`src/rtl/tfb_pkg.sv`:
```
package tfb_pkg;

    typedef enum logic [2:0] {
        ST_IDLE,
        ST_LOAD,
        ST_FILL,
        ST_BAR,
        ST_WRET
    } fill_st_t;

    localparam logic SIDE_DATA  = 1'b0;
    localparam logic SIDE_INSTR = 1'b1;

endpackage

```
`src/rtl/tfb_fsm.sv`:
```
module tfb_fsm
    import tfb_pkg::*;
(
    input  logic clk,
    input  logic rst,
    input  logic bar_en,
    input  logic pte_ld_start,
    input  logic pte_ld_side,
    input  logic stall_busy,
    input  logic pte_ld_data,
    input  logic wr_issue,
    input  logic wr_retire,
    input  logic bus_seq_sel,
    input  logic bar_done,
    output logic ld_ready,
    output logic issue_ok,
    output logic fill_start,
    output logic fill_end,
    output logic bar_ok_set,
    output logic instr_ld_end,
    output logic bar_req,
    output logic bar_seq,
    output logic bar_err
);

    fill_st_t st_q, st_d;
    logic     side_q;
    logic     retired_q;
    logic     bar_req_q, bar_seq_q, bar_err_q;

    always_ff @(posedge clk) begin
        if (rst) st_q <= ST_IDLE;
        else     st_q <= st_d;
    end

    always_comb begin
        st_d = st_q;
        unique case (st_q)
            ST_IDLE: if (pte_ld_start && !stall_busy) st_d = ST_LOAD;
            ST_LOAD: if (pte_ld_data) st_d = ST_FILL;
            ST_FILL: if (wr_issue) st_d = bar_en ? ST_BAR : ST_WRET;
            ST_BAR:  if (bar_done) st_d = (retired_q || wr_retire) ? ST_IDLE : ST_WRET;
            ST_WRET: if (wr_retire) st_d = ST_IDLE;
            default: st_d = ST_IDLE;
        endcase
    end

    always_comb begin
        ld_ready     = (st_q == ST_IDLE) && !stall_busy;
        issue_ok     = (st_q == ST_FILL);
        fill_start   = ld_ready && pte_ld_start;
        fill_end     = ((st_q == ST_BAR) && bar_done && (retired_q || wr_retire))
                     || ((st_q == ST_WRET) && wr_retire);
        bar_ok_set   = ((st_q == ST_BAR) && bar_done)
                     || ((st_q == ST_FILL) && wr_issue && !bar_en);
        instr_ld_end = (st_q == ST_LOAD) && pte_ld_data && (side_q == SIDE_INSTR);
        bar_req      = bar_req_q;
        bar_seq      = bar_seq_q;
        bar_err      = bar_err_q;
    end

    always_ff @(posedge clk) begin
        if (rst) begin
            side_q    <= SIDE_DATA;
            retired_q <= 1'b0;
            bar_req_q <= 1'b0;
            bar_seq_q <= 1'b0;
            bar_err_q <= 1'b0;
        end else begin
            if (fill_start) side_q <= pte_ld_side;
            if (st_q != ST_BAR)  retired_q <= 1'b0;
            else if (wr_retire)  retired_q <= 1'b1;
            bar_req_q <= (st_q == ST_FILL) && wr_issue && bar_en;
            if ((st_q == ST_FILL) && wr_issue && bar_en) bar_seq_q <= bus_seq_sel;
            bar_err_q <= bar_done && (st_q != ST_BAR);
        end
    end

endmodule

```
`src/rtl/tfb_scoreboard.sv`:
```
module tfb_scoreboard #(
    parameter int SB_W      = 8,
    parameter int BIT_ISSUE = 4,
    parameter int BIT_MEM   = 0
) (
    input  logic            clk,
    input  logic            rst,
    input  logic            wr_queue,
    input  logic            wr_retire,
    input  logic            fill_end,
    output logic [SB_W-1:0] sb_o
);

    for (genvar b = 0; b < SB_W; b++) begin : g_bit
        if (b == BIT_ISSUE) begin : g_issue
            logic bit_q;
            always_ff @(posedge clk) begin
                if (rst)            bit_q <= 1'b0;
                else if (wr_queue)  bit_q <= 1'b1;
                else if (wr_retire) bit_q <= 1'b0;
            end
            assign sb_o[b] = bit_q;
        end else if (b == BIT_MEM) begin : g_mem
            logic bit_q;
            always_ff @(posedge clk) begin
                if (rst)           bit_q <= 1'b0;
                else if (wr_queue) bit_q <= 1'b1;
                else if (fill_end) bit_q <= 1'b0;
            end
            assign sb_o[b] = bit_q;
        end else begin : g_idle
            assign sb_o[b] = 1'b0;
        end
    end

endmodule

```
`src/rtl/tfb_fetch_gate.sv`:
```
module tfb_fetch_gate (
    input  logic clk,
    input  logic rst,
    input  logic fill_start,
    input  logic instr_ld_end,
    input  logic bar_ok_set,
    input  logic probe_empty,
    output logic fetch_stall,
    output logic prefetch_go
);

    logic stall_q, ok_q, go_q, release_now;

    assign release_now = stall_q && ok_q && probe_empty;

    always_ff @(posedge clk) begin
        if (rst) begin
            stall_q <= 1'b0;
            ok_q    <= 1'b0;
            go_q    <= 1'b0;
        end else begin
            if (fill_start)      ok_q <= 1'b0;
            else if (bar_ok_set) ok_q <= 1'b1;
            if (instr_ld_end)     stall_q <= 1'b1;
            else if (release_now) stall_q <= 1'b0;
            go_q <= release_now;
        end
    end

    assign fetch_stall = stall_q;
    assign prefetch_go = go_q;

endmodule

```
`src/rtl/tfb_interlock.sv`:
```
module tfb_interlock #(
    parameter int SB_W      = 8,
    parameter int BIT_ISSUE = 4,
    parameter int BIT_MEM   = 0
) (
    input  logic            clk,
    input  logic            rst,
    input  logic            bar_en,
    input  logic            pte_ld_start,
    input  logic            pte_ld_side,
    output logic            pte_ld_ready,
    input  logic            pte_ld_data,
    input  logic            wr_queue,
    input  logic            wr_issue,
    output logic            wr_issue_ok,
    input  logic            wr_retire,
    input  logic            bus_seq_sel,
    output logic            bar_req,
    output logic            bar_seq,
    input  logic            bar_done,
    output logic            bar_err,
    input  logic            probe_empty,
    output logic [SB_W-1:0] sb_hold,
    output logic            fetch_stall,
    output logic            prefetch_go
);

    logic fill_start, fill_end, bar_ok_set, instr_ld_end;

    tfb_fsm u_fsm (
        .clk          (clk),
        .rst          (rst),
        .bar_en       (bar_en),
        .pte_ld_start (pte_ld_start),
        .pte_ld_side  (pte_ld_side),
        .stall_busy   (fetch_stall),
        .pte_ld_data  (pte_ld_data),
        .wr_issue     (wr_issue),
        .wr_retire    (wr_retire),
        .bus_seq_sel  (bus_seq_sel),
        .bar_done     (bar_done),
        .ld_ready     (pte_ld_ready),
        .issue_ok     (wr_issue_ok),
        .fill_start   (fill_start),
        .fill_end     (fill_end),
        .bar_ok_set   (bar_ok_set),
        .instr_ld_end (instr_ld_end),
        .bar_req      (bar_req),
        .bar_seq      (bar_seq),
        .bar_err      (bar_err)
    );

    tfb_scoreboard #(
        .SB_W      (SB_W),
        .BIT_ISSUE (BIT_ISSUE),
        .BIT_MEM   (BIT_MEM)
    ) u_sb (
        .clk       (clk),
        .rst       (rst),
        .wr_queue  (wr_queue),
        .wr_retire (wr_retire),
        .fill_end  (fill_end),
        .sb_o      (sb_hold)
    );

    tfb_fetch_gate u_fetch (
        .clk          (clk),
        .rst          (rst),
        .fill_start   (fill_start),
        .instr_ld_end (instr_ld_end),
        .bar_ok_set   (bar_ok_set),
        .probe_empty  (probe_empty),
        .fetch_stall  (fetch_stall),
        .prefetch_go  (prefetch_go)
    );

endmodule

```
`config.mk`:
```
export PLATFORM = sky130hd
export DESIGN_NAME = tfb_interlock
export DESIGN_NICKNAME = d
export VERILOG_FILES = /design/src/rtl/tfb_pkg.sv /design/src/rtl/tfb_fsm.sv /design/src/rtl/tfb_scoreboard.sv /design/src/rtl/tfb_fetch_gate.sv /design/src/rtl/tfb_interlock.sv
export SDC_FILE = /design/constraint.sdc
export NUM_CORES = 1
export LEC_CHECK = 0
export ABC_CLOCK_PERIOD_IN_PS = 3780
export BUFFER_PORTS_ARGS = -buffer_cell sky130_fd_sc_hd__clkbuf_2
export CAP_MARGIN = 30
export CORE_MARGIN = 2
export CORE_UTILIZATION = 49
export CTS_CLUSTER_SIZE = 10
export DETAILED_ROUTE_END_ITERATION = 10
export GPL_ROUTABILITY_DRIVEN = 0
export PLACE_DENSITY_LB_ADDON = 0.15
export SYNTH_ARGS = -nofsm -noshare
export SYNTH_HDL_FRONTEND = slang
export SYNTH_HIERARCHICAL = 1
export SYNTH_SLANG_ARGS = --single-unit
```
`constraint.sdc`:
```
create_clock -name clk -period 3.78 [get_ports clk]
set_input_delay 0.567 -clock clk [delete_from_list [all_inputs] [get_ports clk]]
set_output_delay 0.567 -clock clk [all_outputs]
set_load 0.02 [all_outputs]
```
==> summary.txt, run 1 <==
Placed design
  – Post-Place Cells: 102
  – Post-DP HPWL: 868 um
  – Setup WS pre-CTS: 2.13 ns
  – Port bufs: 20

Cells and area
  – Top reg by flops: u_fsm/st_q
  – Fill count: 134
  – Layout cells sized above 1: 33.0%
  – Final non-filler cell total: 106
  – FF/Latch Area: 260 sq um
  – Multi-input gate area: 344 sq um
  – Max FFs per register: 3
  – ANT cells: 0
  – NumNets Final: 104
  – Area Overhead vs Synth: 12.2%

Clock network
  – Hold buffers post-CTS: 0
  – H-tree levels: 1
  – Max clock buf depth: 2
  – CTS buffer count: 3
  – PostCTS Resize Cnt: 0
  – Num Clock Sinks: 13
  – Reg clk slew, reported paths: 0.08 ns
  – CTS tree: yes
  – Skew-Pair Late Insertion Delay: 0.26 ns
  – Root Driver: clkbuf_4
  – Setup Buffers After CTS: 0

Worst hold path
  – Worst Hold Class: reg2reg

Critical path
  – Critical-path maximum fanout: 14
  – CP startpoint kind: flip-flop
  – CP max stage cell: dfxtp_1
  – Endpoint type of the worst setup path: primary output
  – Sum of buffers and inverters on the critical path: 1
  – Critical path's largest stage delay: 0.48 ns
  – WP data required: 3.21 ns
  – Worst path cell trace: nor4_2 > clkbuf_2
  – Arr. time, crit path: 1.38 ns
  – Delay-heaviest family, CP: flip-flops
  – Worst Path Class, Setup: reg2out

Flow run
  – Max-cap violations: 0

Floorplan
  – Die Y: 41.2 um
  – Number of top-level pins: 27
  – Row cnt: 13
  – Initial Utilization: 52.1%
  – Core area: 1300 sq um
  – Die X: 41.2 um
  – Die ar.: 1700 sq um

Global routing
  – Total grt overflow: 0
  – Initial antenna violation count: 0
  – First-pass GRT wire length: 1860 um
  – Total track usage: 16.9%
  – Number of global-route vias before repair: 462
  – Largest net degree at the start of global routing: 16

STA
  – Final period util: 51.5%
  – Clock Skew: 0.000256 ns
  – Final Max Slew Viols: 0
  – Crit path time final: 1.95 ns
  – Max_slew headroom: 64.6%
  – Setup TNS: 0 ns
  – Final setup vio count: 0
  – Slew at the pin closest to its max-slew limit: 0.531 ns
  – Fmax: 0.513 GHz
  – Hold slack: 0.477 ns
  – RSZ-0062 raised after global routing: false
  – Final WS setup: 1.83 ns
  – Final Hold Fails: 0

Pwr
  – VDD IR-drop max: 0.219 mV
  – Leakage: 0.341 nW
  – Power density over the cells: 397 nW/um^2

Drt
  – DRT Wirelength: 1210 um
  – Post-DRT Antenna Nets: 0
  – DRC Markers: 0
  – Starting DRT DRC Count: 2
  – DR WL/cell: 11.4 um
  – Drt pass-1 iters: 3
  – DR vias: 530
  – Drt via density: 5.00

Synthesis
  – Cell taking the most area after synthesis: dfxtp_1
  – Top post-synthesis cells by count: dfxtp_1, buf_4, a21oi_1
  – Synth Flop Type: dfxtp_1
  – Number of library cell types mapped by synthesis: 32
  – Mapped Area: 678 sq um
  – Sequential share of the synthesized area: 38.4%
  – Share of Yosys cell area claimed by the top area cell type: 38.4%
  – Synth warn: 6
  – Fraction of registers with async set/reset: 0%
  – Syn Inst Count: 74
  – Seq cells post-synth: 13
  – Area contributors post-synth: dfxtp_1, buf_4, nand2b_1, a21oi_1, a2111oi_2
  – Most common cell in the netlist: dfxtp_1
  – Syn Area/Cell: 9.16 sq um
  – EDFF count, synth: 0

Status
  – Run status: finished clean
[power by group]
group / switching [mW] / internal [mW]
combinational: 0.0358 / 0.0258
sequential: 0.0137 / 0.144
clock: 0.0419 / 0.0408
[worst paths after layout]
kind         slack, ns                                  endpoint                                     start  depth (start not counted)
min reg2reg       0.48  u_sb/g_bit[4].g_issue.bit_q$_SDFFE_PP0P_  u_sb/g_bit[4].g_issue.bit_q$_SDFFE_PP0P_                          2
max               1.83                              pte_ld_ready                u_fsm/st_q[0]$_SDFFE_PP0P_                          2
min               0.48  u_sb/g_bit[4].g_issue.bit_q$_SDFFE_PP0P_  u_sb/g_bit[4].g_issue.bit_q$_SDFFE_PP0P_                          2
max reg2reg       2.33    u_sb/g_bit[0].g_mem.bit_q$_SDFFE_PP0P_                u_fsm/st_q[2]$_SDFFE_PP0P_                          5
[worst reg2reg max path: cells and delay by family (launching register included)]
family             cells  cell delay, ns
and+or+nand+nor        3            0.48
AOI/OAI and AO/OA      2            0.33
DFF                    1            0.57
[area by class of cell]
cell class              instances  share of cell area, %
clock buffers                   4                   3.45
inverters                       3                   1.48
multi-input cells              51                   45.2
flip-flops and latches         13                   34.2
well taps                      15                   2.47
repair buffers                 20                   13.2
[per-stage QoR]
stage | power (mW) | util, % | instance area [sq um]
finish | 0.302 | 58.5 | 761
global route | 0.321 | 58.5 | 761
CTS | 0.307 | 58.5 | 761
detailed placement | 0.222 | 56.4 | 734
global placement | 0.221 | 56.4 | 734
floorplan | 0.212 | - | 697
[kinds of logic after synthesis]
| logic type | count (synthesis) | share of synthesized area [%] |
|---|---|---|
| compound gates | 18 | 20.7 |
| simple gates | 27 | 26.8 |
| flops | 13 | 38.4 |
| other cells | 1 | 0.553 |
| buf+inv | 15 | 13.7 |
[placed cells by master, fill, tap and decap left out, types with 2 or more instances in the layout]
master,Yosys,layout
a311oi_1,2,2
conb_1,1,6
a21oi_1,6,6
clkbuf_2,0,20
nand2b_1,5,5
nor4_1,2,2
a2111oi_2,2,2
o31ai_1,2,2
nor3b_2,2,2
nor3_1,2,2
nand2_1,3,3
dfxtp_1,13,13
inv_1,3,3
nor2_1,3,3
clkbuf_4,0,3
[layer usage]
layer	up-vias	global-route usage, %	share of wire, %
li1	290	-	-
met1	226	21.4	50
met3	2	4.89	3.5
met4	0	9.68	0.99
met5	-	0	0
met2	12	25.4	45
Note: power is estimated with default switching activity, not from simulation.
==> run 2: changes to the inputs <==
--- a/config.mk
+++ b/config.mk
@@ -5,11 +5,12 @@
 export SDC_FILE = /design/constraint.sdc
 export NUM_CORES = 1
 export LEC_CHECK = 0
-export ABC_CLOCK_PERIOD_IN_PS = 3780
+export ABC_AREA = 1
+export ABC_CLOCK_PERIOD_IN_PS = 1600
 export BUFFER_PORTS_ARGS = -buffer_cell sky130_fd_sc_hd__clkbuf_2
 export CAP_MARGIN = 30
 export CORE_MARGIN = 2
-export CORE_UTILIZATION = 49
+export CORE_UTILIZATION = 41
 export CTS_CLUSTER_SIZE = 10
 export DETAILED_ROUTE_END_ITERATION = 10
 export GPL_ROUTABILITY_DRIVEN = 0
==> constraint.sdc (replaced) <==
create_clock -name clk -period 1.6 [get_ports clk]
set_input_delay 0.24 -clock clk [delete_from_list [all_inputs] [get_ports clk]]
set_output_delay 0.24 -clock clk [all_outputs]
set_load 0.02 [all_outputs]
==> run 2 against run 1 <==
  * Final cell count grew 29%
  * Wire length grew 16%
  * Critical endpoint is now wr_issue_ok
  * Critical path type unchanged
  * Area after synthesis up 1.3%
  * Largest power group is now combinational cells
==> summary.txt, run 2 <==
Flow run
  – Max-cap violations: 0

Pwr
  – Switching Share: 44.5%
  – Leakage: 0.406 nW
  – Int Power: 0.649 mW
  – Clock network fraction of total power: 18.3%
  – Final Power: 1.17 mW
  – Gate power share: 43.2%
  – VDD IR-drop max: 1.05 mV
  – Net Sw Power: 0.520 mW
  – Power density over the cells: 1470 nW/um^2
  – Sequential share of power: 38.5%

Critical path
  – Delay-heaviest family, CP: flip-flops
  – Worst Path Class, Setup: reg2out
  – Worst R2R Start: u_fsm/st_q[0]$_SDFFE_PP0P_
  – RR Endpoint: u_fsm/st_q[2]$_SDFFE_PP0P_
  – R2R Setup Slk: 0.34 ns
  – Endpoint type of the worst setup path: primary output
  – WP data required: 1.36 ns
  – CP max stage cell: dfxtp_1
  – Arr. time, crit path: 1.27 ns
  – Worst r2r path cells: 7
  – Critical-path maximum fanout: 5
  – Critical path's largest stage delay: 0.44 ns
  – Sum of buffers and inverters on the critical path: 2
  – Worst path cell trace: inv_2 > nor3_2 > clkbuf_2
  – CP startpoint kind: flip-flop

Cells and area
  – Most common cell after layout, fill and taps aside: clkbuf_2
  – Top reg by flops: u_fsm/st_q
  – Layout cells sized above 1: 30.6%
  – Max FFs per register: 3
  – ANT cells: 0
  – NumNets Final: 134
  – Commonest non-fill, non-tap cells in the layout: clkbuf_2, nand2_1, nor2_1, dfxtp_1, inv_1
  – Area Overhead vs Synth: 15.7%

Synthesis
  – Most common cell in the netlist: nand2_1
  – Syn Inst Count: 100
  – Sequential share of the synthesized area: 37.9%
  – EDFF count, synth: 0
  – Syn Area/Cell: 6.87 sq um
  – Fraction of registers with async set/reset: 0%
  – Share of Yosys cell area claimed by the top area cell type: 37.9%
  – Top post-synthesis cells by count: nand2_1, nor2_1, dfxtp_1
  – Area contributors post-synth: dfxtp_1, buf_4, nand2_1, nor2_1, inv_1
  – Synth warn: 6
  – Seq cells post-synth: 13
  – Mapped Area: 687 sq um
  – Number of library cell types mapped by synthesis: 20
  – Synth Flop Type: dfxtp_1
  – Cell taking the most area after synthesis: dfxtp_1

STA
  – RSZ-0062 raised after global routing: false
  – Final Hold Fails: 0
  – Final period util: 94.4%
  – Final setup vio count: 0
  – Setup TNS: 0 ns
  – Fmax: 0.662 GHz
  – Final Max Slew Viols: 0
  – Crit path time final: 1.51 ns
  – Clock Skew: 0.00592 ns

Floorplan
  – Die ar.: 2020 sq um
  – Die X: 44.9 um
  – Row cnt: 14
  – Die Y: 44.9 um
  – Core area: 1540 sq um
  – Number of top-level pins: 27
  – Initial Utilization: 44.6%

Clock network
  – CTS buffer count: 3
  – PostCTS Resize Cnt: 1
  – Max clock buf depth: 2
  – Num Clock Sinks: 13
  – Skew-Pair Late Insertion Delay: 0.29 ns
  – Root Driver: clkbuf_4
  – CTS tree: yes
  – Setup Buffers After CTS: 0
  – Reg clk slew, reported paths: 0.09 ns
  – H-tree levels: 1
  – Hold buffers post-CTS: 0

Drt
  – Drt pass-1 iters: 5
  – DR vias: 659
  – DRC Markers: 0
  – Starting DRT DRC Count: 33
  – Drt via density: 4.81
  – DRT Wirelength: 1410 um
  – DR WL/cell: 10.3 um
  – Post-DRT Antenna Nets: 0

Global routing
  – Total track usage: 15.7%
  – Initial antenna violation count: 0
  – Largest net degree at the start of global routing: 9
  – First-pass GRT wire length: 2260 um
  – Total grt overflow: 0
  – Number of global-route vias before repair: 549

Placed design
  – Post-DP HPWL: 1060 um
  – Port bufs: 20

Worst hold path
  – Hold EP: u_fsm/side_q$_SDFFE_PP0P_
  – Worst Hold Class: in2reg
  – Hold Path Depth: 3
  – Worst Hold Launch: pte_ld_side

Status
  – Run status: finished clean
[run 2: cell count changes in the layout (fill, tap and decap cells not counted), sizes merged, moves of 2 or more]
cell	change
nor3	+3
nor3b	-2
nor2	+15
nor4	-3
a311oi	-2
nand2b	-5
nand2	+13
inv	+13
nand4	+2
a2111oi	-2
o21ai	+2
nand3	+7
o31ai	-2
[run 2: stage by stage]
stage,instances,cell area (sq um),hold slack [ns],setup slack (ns),util [%]
3_5_place_dp,133,766,0.445,0.319,49.7
6_report,137,795,0.182,0.0904,51.5
5_1_grt,137,795,0.195,0.0318,51.5
4_1_cts,137,795,0.194,0.106,51.5
2_1_floorplan,105,706,0.309,0.289,-
3_3_place_gp,133,766,0.433,0.352,49.7
[run 2: how the worst max path moves through the flow]
| stage | start | cells after the start | endpoint |
|---|---|---|---|
| 3_3_place_gp | u_fsm/st_q[0]$_SDFFE_PP0P_ | 4 | pte_ld_ready |
| 4_1_cts | u_fsm/st_q[0]$_SDFFE_PP0P_ | 4 | pte_ld_ready |
| 3_5_place_dp | u_fsm/st_q[0]$_SDFFE_PP0P_ | 4 | pte_ld_ready |
| 5_1_grt | u_fsm/st_q[1]$_SDFFE_PP0P_ | 3 | wr_issue_ok |
| 2_1_floorplan | u_fsm/st_q[1]$_SDFFE_PP0P_ | 5 | u_fsm/bar_seq$_SDFFE_PP0P_ |
| 6_report | u_fsm/st_q[1]$_SDFFE_PP0P_ | 3 | wr_issue_ok |
[run 2: kinds of logic (layout without fill, tap and decap cells)]
| logic type | after synthesis | count (layout) | synth area share, % |
|---|---|---|---|
| compound gates | 10 | 10 | 8.56 |
| buf+inv | 24 | 40 | 17.5 |
| simple gates | 52 | 52 | 35.5 |
| other cells | 1 | 6 | 0.546 |
| flops | 13 | 13 | 37.9 |
[run 2: worst register-to-register path, delay by kind of cell (launching register included)]
| family | cells | cell delay (ns) |
|---|---|---|
| DFF | 1 | 0.46 |
| and+or+nand+nor | 7 | 0.71 |
[run 2: layout make-up]
type / count / area (sq um)
multi-input combinational: 68 / 328
inverter: 16 / 60.1
clock buffer: 4 / 26.3
fill: 167 / 747
timing repair buffer: 20 / 100
tap: 16 / 20.0
sequential: 13 / 260
[run 2: routing by layer]
| layer | global-route usage (%) | share of wire (%) | wire (um) | vias up |
|---|---|---|---|---|
| li1 | - | - | - | 345 |
| met1 | 19.7 | 44 | 623 | 267 |
| met2 | 23.1 | 42 | 588 | 39 |
| met3 | 6.00 | 11 | 155 | 8 |
| met4 | 8.24 | 2.7 | 38 | 0 |
| met5 | 0 | 0 | 0 | - |
[run 2: power groups by stage]
stage / sequential [mW] / combinational (mW) / clock [mW]
after floorplan: 0.449 / 0.393 / 0
after global placement: 0.448 / 0.497 / 0
after detailed placement: 0.453 / 0.497 / 0
after CTS: 0.449 / 0.502 / 0.215
after global routing: 0.459 / 0.564 / 0.234
final: 0.450 / 0.505 / 0.213
==> run 3: changes to the inputs <==
--- a/config.mk
+++ b/config.mk
@@ -6,7 +6,7 @@
 export NUM_CORES = 1
 export LEC_CHECK = 0
 export ABC_AREA = 1
-export ABC_CLOCK_PERIOD_IN_PS = 1600
+export ABC_CLOCK_PERIOD_IN_PS = 1250
 export BUFFER_PORTS_ARGS = -buffer_cell sky130_fd_sc_hd__clkbuf_2
 export CAP_MARGIN = 30
 export CORE_MARGIN = 2
@@ -15,6 +15,7 @@
 export DETAILED_ROUTE_END_ITERATION = 10
 export GPL_ROUTABILITY_DRIVEN = 0
 export PLACE_DENSITY_LB_ADDON = 0.15
+export SLEW_MARGIN = 20
 export SYNTH_ARGS = -nofsm -noshare
 export SYNTH_HDL_FRONTEND = slang
 export SYNTH_HIERARCHICAL = 1
==> constraint.sdc (replaced) <==
create_clock -name clk -period 1.25 [get_ports clk]
set_input_delay 0.1875 -clock clk [delete_from_list [all_inputs] [get_ports clk]]
set_output_delay 0.1875 -clock clk [all_outputs]
set_load 0.02 [all_outputs]
==> run 3 against run 2 <==
  * The flow now finishes with violations (setup timing)
  * Sequential power grew 40%
  * First-iteration DRC count shrank 36%
  * Flip-flop and latch count is the same
  * Clock-buffer cell count is the same
  * Final cell count grew 5.1%
  * Clock power grew 22%
  * Register-to-register slack lost 0.33 ns
  * Clock skew shrank 0.0042 ns
  * Final area grew 18%
  * Sequential share of layout area shrank 3.7 points
  * Global-route usage grew 1.6 points
==> summary.txt, run 3 (same netlist as run 2, synthesis figures left out) <==
Floorplan
  – Die Y: 44.9 um
  – Core area: 1540 sq um
  – Die X: 44.9 um
  – Initial Utilization: 44.6%
  – Number of top-level pins: 27
  – Die ar.: 2020 sq um
  – Row cnt: 14

Drt
  – Drt pass-1 iters: 4
  – Drt via density: 5.01
  – DRC Markers: 0
  – DRT Wirelength: 1750 um
  – DR vias: 721
  – DR WL/cell: 12.1 um
  – Starting DRT DRC Count: 21
  – Post-DRT Antenna Nets: 0

Clock network
  – H-tree levels: 1
  – CTS buffer count: 3
  – Hold buffers post-CTS: 0
  – Skew-Pair Late Insertion Delay: 0.27 ns
  – Reg clk slew, reported paths: 0.08 ns
  – Num Clock Sinks: 13
  – CTS tree: yes
  – Max clock buf depth: 2
  – Root Driver: clkbuf_4

Critical path
  – Arr. time, crit path: 1.10 ns
  – Delay-heaviest family, CP: flip-flops
  – Worst R2R Start: u_fsm/st_q[0]$_SDFFE_PP0P_
  – Worst path cell trace: nor3_4 > buf_6 > buf_8
  – Worst setup path startpoint: u_fsm/st_q[0]$_SDFFE_PP0P_
  – Sum of buffers and inverters on the critical path: 2
  – Worst Path Class, Setup: reg2out
  – CP max stage cell: dfxtp_4
  – Critical-path maximum fanout: 6
  – CP startpoint kind: flip-flop
  – Worst r2r path cells: 8
  – Endpoint type of the worst setup path: primary output
  – WP data required: 1.06 ns
  – Crit. path cell count: 3
  – Critical path's largest stage delay: 0.38 ns

Global routing
  – Initial antenna violation count: 0
  – Total track usage: 17.3%
  – First-pass GRT wire length: 2500 um
  – Total grt overflow: 0
  – Met2 Use GR: 29.1%
  – Number of global-route vias before repair: 605
  – Largest net degree at the start of global routing: 8
  – Met3 Resource Use GR: 3.60%
  – Grt met1 use: 21.4%
  – Most Used Layer, Global Route: met2

STA
  – Clock Skew: 0.00171 ns
  – Final WS setup: -0.0418 ns
  – Final Max Slew Viols: 0
  – Fmax: 0.774 GHz
  – RSZ-0062 raised after global routing: true
  – Crit path time final: 1.29 ns
  – Final setup vio count: 2
  – Final Hold Fails: 0
  – Final period util: 103%

Cells and area
  – Final non-filler cell total: 144
  – Max FFs per register: 3
  – Layout cells sized above 1: 41.4%
  – Commonest non-fill, non-tap cells in the layout: clkbuf_2, nand2_1, nor2_1
  – Most common cell after layout, fill and taps aside: clkbuf_2
  – Area Overhead vs Synth: 36.6%
  – NumNets Final: 141
  – ANT cells: 0
  – Top reg by flops: u_fsm/st_q

Worst hold path
  – Worst Hold Class: in2reg
  – Hold Path Depth: 3
  – Worst Hold Launch: wr_queue

Placed design
  – Port bufs: 20
  – Post-Place Cells: 134
  – Setup WS pre-CTS: -0.0110 ns
  – Post-DP HPWL: 1090 um

Pwr
  – Final Power: 1.88 mW
  – Power density over the cells: 2000 nW/um^2
  – Leakage: 0.457 nW
  – VDD IR-drop max: 1.10 mV

Status
  – Run status: finished with violations
  – Failing checks: setup timing

Flow run
  – Max-cap violations: 0
run 3: changes by cell type in the layout (fill, tap and decap cells not counted), moves of 2 or more:
| cell | previous run | this run |
|---|---|---|
| buf_4 | 0 | 5 |
| dfxtp_1 | 13 | 9 |
| buf_6 | 0 | 3 |
| dfxtp_4 | 0 | 3 |
| clkbuf_2 | 20 | 18 |
| inv_2 | 4 | 2 |
| inv_4 | 0 | 2 |
| nand2_1 | 16 | 14 |
| nand2_2 | 0 | 2 |
| nand3_1 | 7 | 5 |
| nand3_4 | 0 | 2 |
| nor2_2 | 6 | 4 |
| nor2_4 | 0 | 2 |
run 3: final timing paths:
path                                         endpoint  slack (ns)
max reg2reg                 u_fetch/ok_q$_SDFFE_PP0P_        0.01
min reg2reg                u_fsm/bar_seq$_SDFFE_PP0P_        0.45
min          u_sb/g_bit[4].g_issue.bit_q$_SDFFE_PP0P_        0.15
max                                       wr_issue_ok       -0.04
run 3: per-layer routing:
metal | part of all wire [%] | routed length (um)
met3 | 6.1 | 106
met5 | 0 | 0
met4 | 1.1 | 19
met1 | 42 | 733
met2 | 51 | 889
run 3: area by class of cell:
| type | instances | area, sq um |
|---|---|---|
| repair buffers | 27 | 176 |
| fillers | 142 | 603 |
| flip-flops and latches | 13 | 273 |
| multi-input cells | 68 | 378 |
| well taps | 16 | 20.0 |
| inverters | 16 | 65.1 |
| clock buffers | 4 | 26.3 |
run 3: where the power goes:
part           leakage (nW)  switching [mW]  total [mW]  internal [mW]
combinational         0.333           0.555       0.989          0.434
sequential            0.109           0.120       0.632          0.512
clock                0.0150           0.136       0.259          0.123
total                 0.457           0.811        1.88           1.07
run 3: worst register-to-register path: cells and delay by family, from the launching register on:
| family | cells | cell delay [ns] |
|---|---|---|
| buf+inv | 2 | 0.17 |
| simple gates | 5 | 0.57 |
| compound gates | 1 | 0.05 |
| flops | 1 | 0.38 |
run 3: metrics by stage:
stage               instance area (sq um)  hold slack (ns)  util, %  setup TNS (ns)
CTS                                   870            0.150     56.4         -0.0757
floorplan                             712            0.257        -               0
global placement                      779            0.432     50.6               0
detailed placement                    779            0.436     50.6         -0.0110
global route                          938            0.152     60.9          -0.317
finish                                938            0.151     60.9         -0.0478
run 3: what timing repair did:
action	in CTS	in global routing
endpoints found under the setup margin	3	6
buffers inserted	5	1
gates cloned	0	0
pin swaps	2	7
resized for setup	11	17
